==> src/rtl/auth_seq_pkg.sv <==
package auth_seq_pkg;

  typedef enum logic [1:0] {
    ST_IDLE = 2'd0,
    ST_RECV = 2'd1,
    ST_SEND = 2'd2
  } seq_state_e;

  // Manchester level for one half of a bit: first half carries the bit,
  // second half its inverse.
  function automatic logic manch_level(input logic bit_v, input logic second_half);
    return second_half ? ~bit_v : bit_v;
  endfunction

  // Header bit value at a given bit position (ones first, then zeros).
  function automatic logic header_bit(input int pos, input int n_ones);
    return (pos < n_ones) ? 1'b1 : 1'b0;
  endfunction

endpackage

==> src/rtl/auth_seq_rx.sv <==
module auth_seq_rx #(
  parameter int RN_W  = 56,
  parameter int DIV_W = 7,
  parameter int F_W   = 28
) (
  input  logic            clk,
  input  logic            rst_n,
  input  logic            arm,
  input  logic            en,
  input  logic            rx_bit,
  input  logic            rx_valid,
  output logic [RN_W-1:0] rn_q,
  output logic            rn_full,
  output logic            div_err,
  output logic [F_W-1:0]  f_q,
  output logic            frame_end
);

  localparam int TOT = RN_W + DIV_W + F_W;
  localparam int CW  = $clog2(TOT + 1);
  localparam logic [CW-1:0] CNT_RN_LAST  = CW'(RN_W - 1);
  localparam logic [CW-1:0] CNT_DIV_BEG  = CW'(RN_W);
  localparam logic [CW-1:0] CNT_F_BEG    = CW'(RN_W + DIV_W);
  localparam logic [CW-1:0] CNT_LAST     = CW'(TOT - 1);
  localparam logic [CW-1:0] CNT_FULL     = CW'(TOT);

  logic [CW-1:0] cnt;
  logic          take;
  logic          in_rn;
  logic          in_div;

  assign take   = en && rx_valid && (cnt != CNT_FULL);
  assign in_rn  = (cnt < CNT_DIV_BEG);
  assign in_div = (cnt >= CNT_DIV_BEG) && (cnt < CNT_F_BEG);

  always_ff @(posedge clk or negedge rst_n) begin
    if (!rst_n) begin
      cnt       <= '0;
      rn_q      <= '0;
      rn_full   <= 1'b0;
      div_err   <= 1'b0;
      f_q       <= '0;
      frame_end <= 1'b0;
    end else if (arm) begin
      cnt       <= '0;
      rn_full   <= 1'b0;
      div_err   <= 1'b0;
      frame_end <= 1'b0;
    end else begin
      frame_end <= 1'b0;
      if (take) begin
        if (in_rn) begin
          rn_q <= {rn_q[RN_W-2:0], rx_bit};
        end else if (in_div) begin
          div_err <= div_err | rx_bit;
        end else begin
          f_q <= {f_q[F_W-2:0], rx_bit};
        end
        if (cnt == CNT_RN_LAST) rn_full <= 1'b1;
        if (cnt == CNT_LAST) frame_end <= 1'b1;
        cnt <= cnt + 1'b1;
      end
    end
  end

endmodule

==> src/rtl/auth_seq_tx.sv <==
module auth_seq_tx
  import auth_seq_pkg::*;
#(
  parameter int               G_W         = 20,
  parameter int               HDR_ONES    = 12,
  parameter int               HDR_ZEROS   = 4,
  parameter int               NAK_W       = 8,
  parameter logic [NAK_W-1:0] NAK_PATTERN = 8'b1010_1100
) (
  input  logic           clk,
  input  logic           rst_n,
  input  logic           load,
  input  logic           load_pass,
  input  logic [G_W-1:0] g_in,
  input  logic           half_en,
  output logic           tx_out,
  output logic           tx_active,
  output logic           fin
);

  localparam int HB_OK  = 2 * (HDR_ONES + HDR_ZEROS + G_W);
  localparam int HB_NAK = NAK_W;
  localparam int HB_MAX = (HB_OK > HB_NAK) ? HB_OK : HB_NAK;
  localparam int IW     = (HB_MAX > 2) ? $clog2(HB_MAX) : 1;
  localparam logic [IW-1:0] LAST_OK  = IW'(HB_OK - 1);
  localparam logic [IW-1:0] LAST_NAK = IW'(HB_NAK - 1);

  logic           pass_r;
  logic [G_W-1:0] g_r;
  logic [IW-1:0]  idx;
  logic [IW-1:0]  last_idx;
  logic           ok_lvl;
  logic           nak_lvl;
  logic           step;

  function automatic logic ok_level(input int hb, input logic [G_W-1:0] g);
    int             pos;
    int             k;
    logic           bv;
    logic [G_W-1:0] sh;
    pos = hb / 2;
    if (pos < HDR_ONES + HDR_ZEROS) begin
      bv = header_bit(pos, HDR_ONES);
    end else begin
      k  = pos - HDR_ONES - HDR_ZEROS;
      sh = g << k;
      bv = sh[G_W-1];
    end
    return manch_level(bv, hb[0]);
  endfunction

  function automatic logic nak_level(input int hb);
    logic [NAK_W-1:0] sh;
    sh = NAK_PATTERN << hb;
    return sh[NAK_W-1];
  endfunction

  assign last_idx = pass_r ? LAST_OK : LAST_NAK;
  assign ok_lvl   = ok_level(int'(idx), g_r);
  assign nak_lvl  = nak_level(int'(idx));
  assign tx_out   = tx_active && (pass_r ? ok_lvl : nak_lvl);
  assign step     = tx_active && half_en;

  always_ff @(posedge clk or negedge rst_n) begin
    if (!rst_n) begin
      tx_active <= 1'b0;
      pass_r    <= 1'b0;
      g_r       <= '0;
      idx       <= '0;
      fin       <= 1'b0;
    end else if (load) begin
      tx_active <= 1'b1;
      pass_r    <= load_pass;
      g_r       <= g_in;
      idx       <= '0;
      fin       <= 1'b0;
    end else begin
      fin <= 1'b0;
      if (step) begin
        if (idx == last_idx) begin
          tx_active <= 1'b0;
          fin       <= 1'b1;
          idx       <= '0;
        end else begin
          idx <= idx + 1'b1;
        end
      end
    end
  end

endmodule

==> src/rtl/auth_seq.sv <==
module auth_seq
  import auth_seq_pkg::*;
#(
  parameter int               RN_W        = 56,
  parameter int               DIV_W       = 7,
  parameter int               F_W         = 28,
  parameter int               G_W         = 20,
  parameter int               HDR_ONES    = 12,
  parameter int               HDR_ZEROS   = 4,
  parameter int               NAK_W       = 8,
  parameter logic [NAK_W-1:0] NAK_PATTERN = 8'b1010_1100
) (
  input  logic            clk,
  input  logic            rst_n,
  input  logic            start,
  input  logic            rx_bit,
  input  logic            rx_valid,
  input  logic [F_W-1:0]  exp_cipher,
  input  logic [G_W-1:0]  resp_cipher,
  input  logic            half_en,
  output logic            tx_out,
  output logic            tx_active,
  output logic [RN_W-1:0] rn_out,
  output logic            rn_valid,
  output logic            done
);

  seq_state_e     state;
  logic           arm;
  logic           rx_en;
  logic           frame_end;
  logic           div_err;
  logic [F_W-1:0] f_q;
  logic           pass_now;
  logic           pass_q;
  logic           tx_load;
  logic           tx_fin;
  logic           busy;

  assign busy     = (state != ST_IDLE);
  assign arm      = (state == ST_IDLE) && start;
  assign rx_en    = (state == ST_RECV);
  assign pass_now = !div_err && (f_q == exp_cipher);
  assign tx_load  = (state == ST_RECV) && frame_end;
  assign done     = tx_fin;

  auth_seq_rx #(
    .RN_W (RN_W),
    .DIV_W(DIV_W),
    .F_W  (F_W)
  ) u_rx (
    .clk      (clk),
    .rst_n    (rst_n),
    .arm      (arm),
    .en       (rx_en),
    .rx_bit   (rx_bit),
    .rx_valid (rx_valid),
    .rn_q     (rn_out),
    .rn_full  (rn_valid),
    .div_err  (div_err),
    .f_q      (f_q),
    .frame_end(frame_end)
  );

  auth_seq_tx #(
    .G_W        (G_W),
    .HDR_ONES   (HDR_ONES),
    .HDR_ZEROS  (HDR_ZEROS),
    .NAK_W      (NAK_W),
    .NAK_PATTERN(NAK_PATTERN)
  ) u_tx (
    .clk      (clk),
    .rst_n    (rst_n),
    .load     (tx_load),
    .load_pass(pass_now),
    .g_in     (resp_cipher),
    .half_en  (half_en),
    .tx_out   (tx_out),
    .tx_active(tx_active),
    .fin      (tx_fin)
  );

  always_ff @(posedge clk or negedge rst_n) begin
    if (!rst_n) begin
      state  <= ST_IDLE;
      pass_q <= 1'b0;
    end else begin
      case (state)
        ST_IDLE: if (start) state <= ST_RECV;
        ST_RECV: if (frame_end) begin
          state  <= ST_SEND;
          pass_q <= pass_now;
        end
        ST_SEND: if (tx_fin) state <= ST_IDLE;
        default: state <= ST_IDLE;
      endcase
    end
  end

endmodule

==> config.mk <==
export PLATFORM = sky130hd
export DESIGN_NAME = auth_seq
export DESIGN_NICKNAME = d
export VERILOG_FILES = /design/src/rtl/auth_seq_pkg.sv /design/src/rtl/auth_seq_rx.sv /design/src/rtl/auth_seq_tx.sv /design/src/rtl/auth_seq.sv
export SDC_FILE = /design/constraint.sdc
export NUM_CORES = 1
export LEC_CHECK = 0
export BUFFER_PORTS_ARGS = -buffer_cell sky130_fd_sc_hd__buf_2
export CAP_MARGIN = 10
export CORE_MARGIN = 4
export CORE_UTILIZATION = 55
export DETAILED_ROUTE_END_ITERATION = 12
export PLACE_DENSITY = 0.9
export REMOVE_ABC_BUFFERS = 1
export SYNTH_ARGS = -nofsm -noshare
export SYNTH_HDL_FRONTEND = slang
export SYNTH_HIERARCHICAL = 1
export SYNTH_SLANG_ARGS = --single-unit
==> constraint.sdc <==
create_clock -name clk -period 2.5 [get_ports clk]
set_input_delay 0.125 -clock clk [delete_from_list [all_inputs] [get_ports clk]]
set_output_delay 0.125 -clock clk [all_outputs]
set_load 0.05 [all_outputs]
==> metrics <==
synthesis-stage register bit count=126; share of post-route cells with drive strength above 1=49.5%; later-pin clock latency in the skew report=between 0.5 and 0.6 ns; Synth Area in Simple Gates=under 10%; Area contributors post-synth=dfrtp_1 (56%), mux2_2 (17%), mux2_4 (5.3%), xor2_1 (3.4%), xnor2_1 (2.6%); clk buf depth=2; Pwr Total=6.25 mW; nature of the critical path startpoint=register; Final GP Congestion=0.905; Detailed Routing Iterations Pass 1=4; Fillers=639; asr flop ratio synth=100%; multiplexer share of the synthesized area=24.8%; xor/xnor share of the synthesized area=6.04%; Worst Path Class, Setup=reg2out; H-tree lvl count=4; yosys synthesis warning count=6; minimum clock period=between 2 and 3 ns; clk slew on worst S/H paths=roughly 0.06 ns; number of synthesized flops with an enable pin=0; number of global-route vias before repair=roughly 4200; Storage cell area=3160 sq um; die area=12000 sq um; area of the multi-input gates=2360 sq um; initial antenna violation count=0; r2r setup slk=0.33 ns; static leakage=3.70 nW; CP arrival=2.51 ns; synth unique cells=46; Slowest-stage cell, CP=dfrtp_2; Final Hold Viols=0; Die X=109 microns; syn avg cell area=14.3 sq um; clk_skew=0.0109 ns; pin count of the biggest net entering global routing=60; CTS buffer count=17; Final setup violation count=1; Std-Cell Rows=36; Worst-Margin Slew=0.498 ns; cell repeated most along the worst path=buf_4; Nets=around 600; Max Slew Vio Count=0; worst path required time=approximately 2.4 ns; CTS sink cnt=126; Crit Path Max Fanout=5; complex-gate fraction of the synthesized area=2.74%; crit-path cells=buf_4, or3_1, a2111oi_0, o21ai_0, a31oi_1, buf_4; RSZ-0062 raised after global routing=yes; Hold WS=0.131 ns; main combinational cell family by area after synthesis=multiplexers; Post-Synth Adder-Cell Area=1.11%; ANT nets after route=0; hold crit path type=in2async; slew margin rel.=65.9%; vias after detailed routing=roughly 3700; Layout area overhead=27.8%; post-synth top area share=55.8%; Top Ports=114; DRT Wirelength=between 10000 and 15000 microns; fin area=7230 sq um; Port Buffer Count=113; Synth area leader=dfrtp_1; Primary FF master, synth=dfrtp_1; Largest stage delay, worst path=0.42 ns; CTS tree=yes; Final period util=105%; Syn Inst Count=396; initial core utilization=57.1%; routed len/inst=18.2 microns; failing checks=negative setup slack; die height=around 110 microns; Placed Instance Area=between 6000 and 7000 sq um; f_max=0.380 GHz; Power Dens Cells=865 nW/um^2; outcome=finished with violations; Initial DRC Count=215; CP Capture Type=primary output; Max Cap Viol=0; Worst VDD drop=1150 uV; setup slack after layout=-0.131 ns; Post-Syn Area=5660 sq um; hpwl dp=8290 microns; Via density=5.34; Global Route Usage Sum=22.7%; Clock Tree Root=clkbuf_8; first-pass GRT wire length=20600 microns; Setup TNS=-0.131 ns; DR DRC count=0; Seq/Total Area, Yosys=55.8%; total congestion overflow=0; core footprint=9910 sq um
[synth_stat cells, types with 2 or more instances]
cell type  count
mux2i_1        3
buf_6          3
dfrtp_1      126
mux2_4        20
a21oi_1        6
clkbuf_1       4
nand3_1        5
buf_2          2
and3_1         3
ha_1           5
nand4_1        5
a31oi_1        3
inv_1          6
buf_12         2
o31ai_1        2
xnor2_1       17
nor4_1         6
a2111oi_0      2
mux2_2        86
a21o_1         3
nor3_1         4
nand2_1       10
xor2_1        22
nor3b_1        3
buf_4          4
nor2_1        20
nor2b_1        2
mux4_1         4
[repair_timing]
item                                    4_1_cts  5_1_grt
setup buffers                                 3        0
hold buffers                                 24        0
gates resized for setup                      10        0
endpoints found under the setup margin        1        1
endpoints found under the hold margin        64        0
pin swaps                                     3        0
[cell usage in the layout (no fill, tap or decap), drive strengths merged, types with 2 or more instances in the layout]
master and count:
a21oi 6, a21o 3, a31oi 3, nand2 10, nor2 20, o31ai 2
clkinv 2, nor3 4, inv 15, clkbuf 17, diode 2, ha 5
bufinv 2, a41o 2, dlygate4sd3 24, nor2b 2, dfrtp 126, nor4 7
and3 5, nor3b 4, mux4 4, a2111oi 2, buf 123, mux2 106
nand3 5, xnor2 17, clkinvlp 2, mux2i 3, xor2 22, nand4 5
[per-stage QoR]
stage	utilization [%]	cells	setup WS (ns)
final	72.9	695	-0.131
after global routing	72.9	693	-0.251
after CTS	72.9	693	-0.133
after detailed placement	64.2	634	0.190
after global placement	64.2	634	0.250
after floorplan	-	381	-4.41
[cells by family (layout without fill, tap and decap cells)]
family / Yosys count / count (layout)
AOI/OAI and AO/OA: 22 / 22
xor gates and xnor gates: 39 / 39
and+or+nand+nor: 70 / 70
adders and majority gates: 5 / 5
muxes: 113 / 113
buffers and inverters: 21 / 185
other: 0 / 2
DFF: 126 / 126
[state kept, by name (all words and copies together), names as in the netlist, 2 cells and up]
signal	cells
state	2
u_rx/cnt	7
u_rx/f_q	28
u_rx/rn_q	56
u_tx/g_r	20
u_tx/idx	7
[power by group]
part | total [mW] | internal (mW) | switching (mW)
Clock | 2.43 | 1.45 | 0.975
Combinational | 1.37 | 0.420 | 0.945
Sequential | 2.46 | 2.26 | 0.203
Total | 6.25 | 4.13 | 2.12
[area by class of cell]
class,instances,share of cell area [%]
Clock inverter,15,2.41
Tap cell,133,2.30
Inverter,6,0.312
Sequential cell,126,43.7
Timing Repair Buffer,147,12.8
Clock buffer,17,5.73
Antenna cell,2,0.0693
Multi-Input combinational cell,249,32.7
[worst max-delay path, delay by kind of cell, from the launching register on]
kind,cells,cell delay (ns)
AO/OA/AOI/OAI,3,0.79
buffers and inverters,2,0.39
AND/OR/NAND/NOR,1,0.40
flip-flops,1,0.42
[routing by layer]
metal	track usage [%]	vias up	wire [microns]	part of all wire (%)
met5	0	-	0	0
met4	9.97	0	228	1.8
met3	6.11	21	562	4.4
met2	40.2	82	6930	55
met1	25.5	1873	4930	39
li1	-	1735	-	-
[final timing paths]
path | from | endpoint | cells past startpoint
setup reg to reg | state[1] | u_rx/rn_q[52] | 5
hold reg to reg | u_tx/g_r[2] | u_tx/g_r[2] | 1
max in group asynchronous | rst_n | u_tx/idx[1] | 3
hold / removal | rst_n | u_rx/rn_q[13] | 2
setup / recovery | u_tx/idx[3] | tx_out | 6
min in group clk | start | u_rx/cnt[3] | 4
Power figures use the tool's default switching activity.
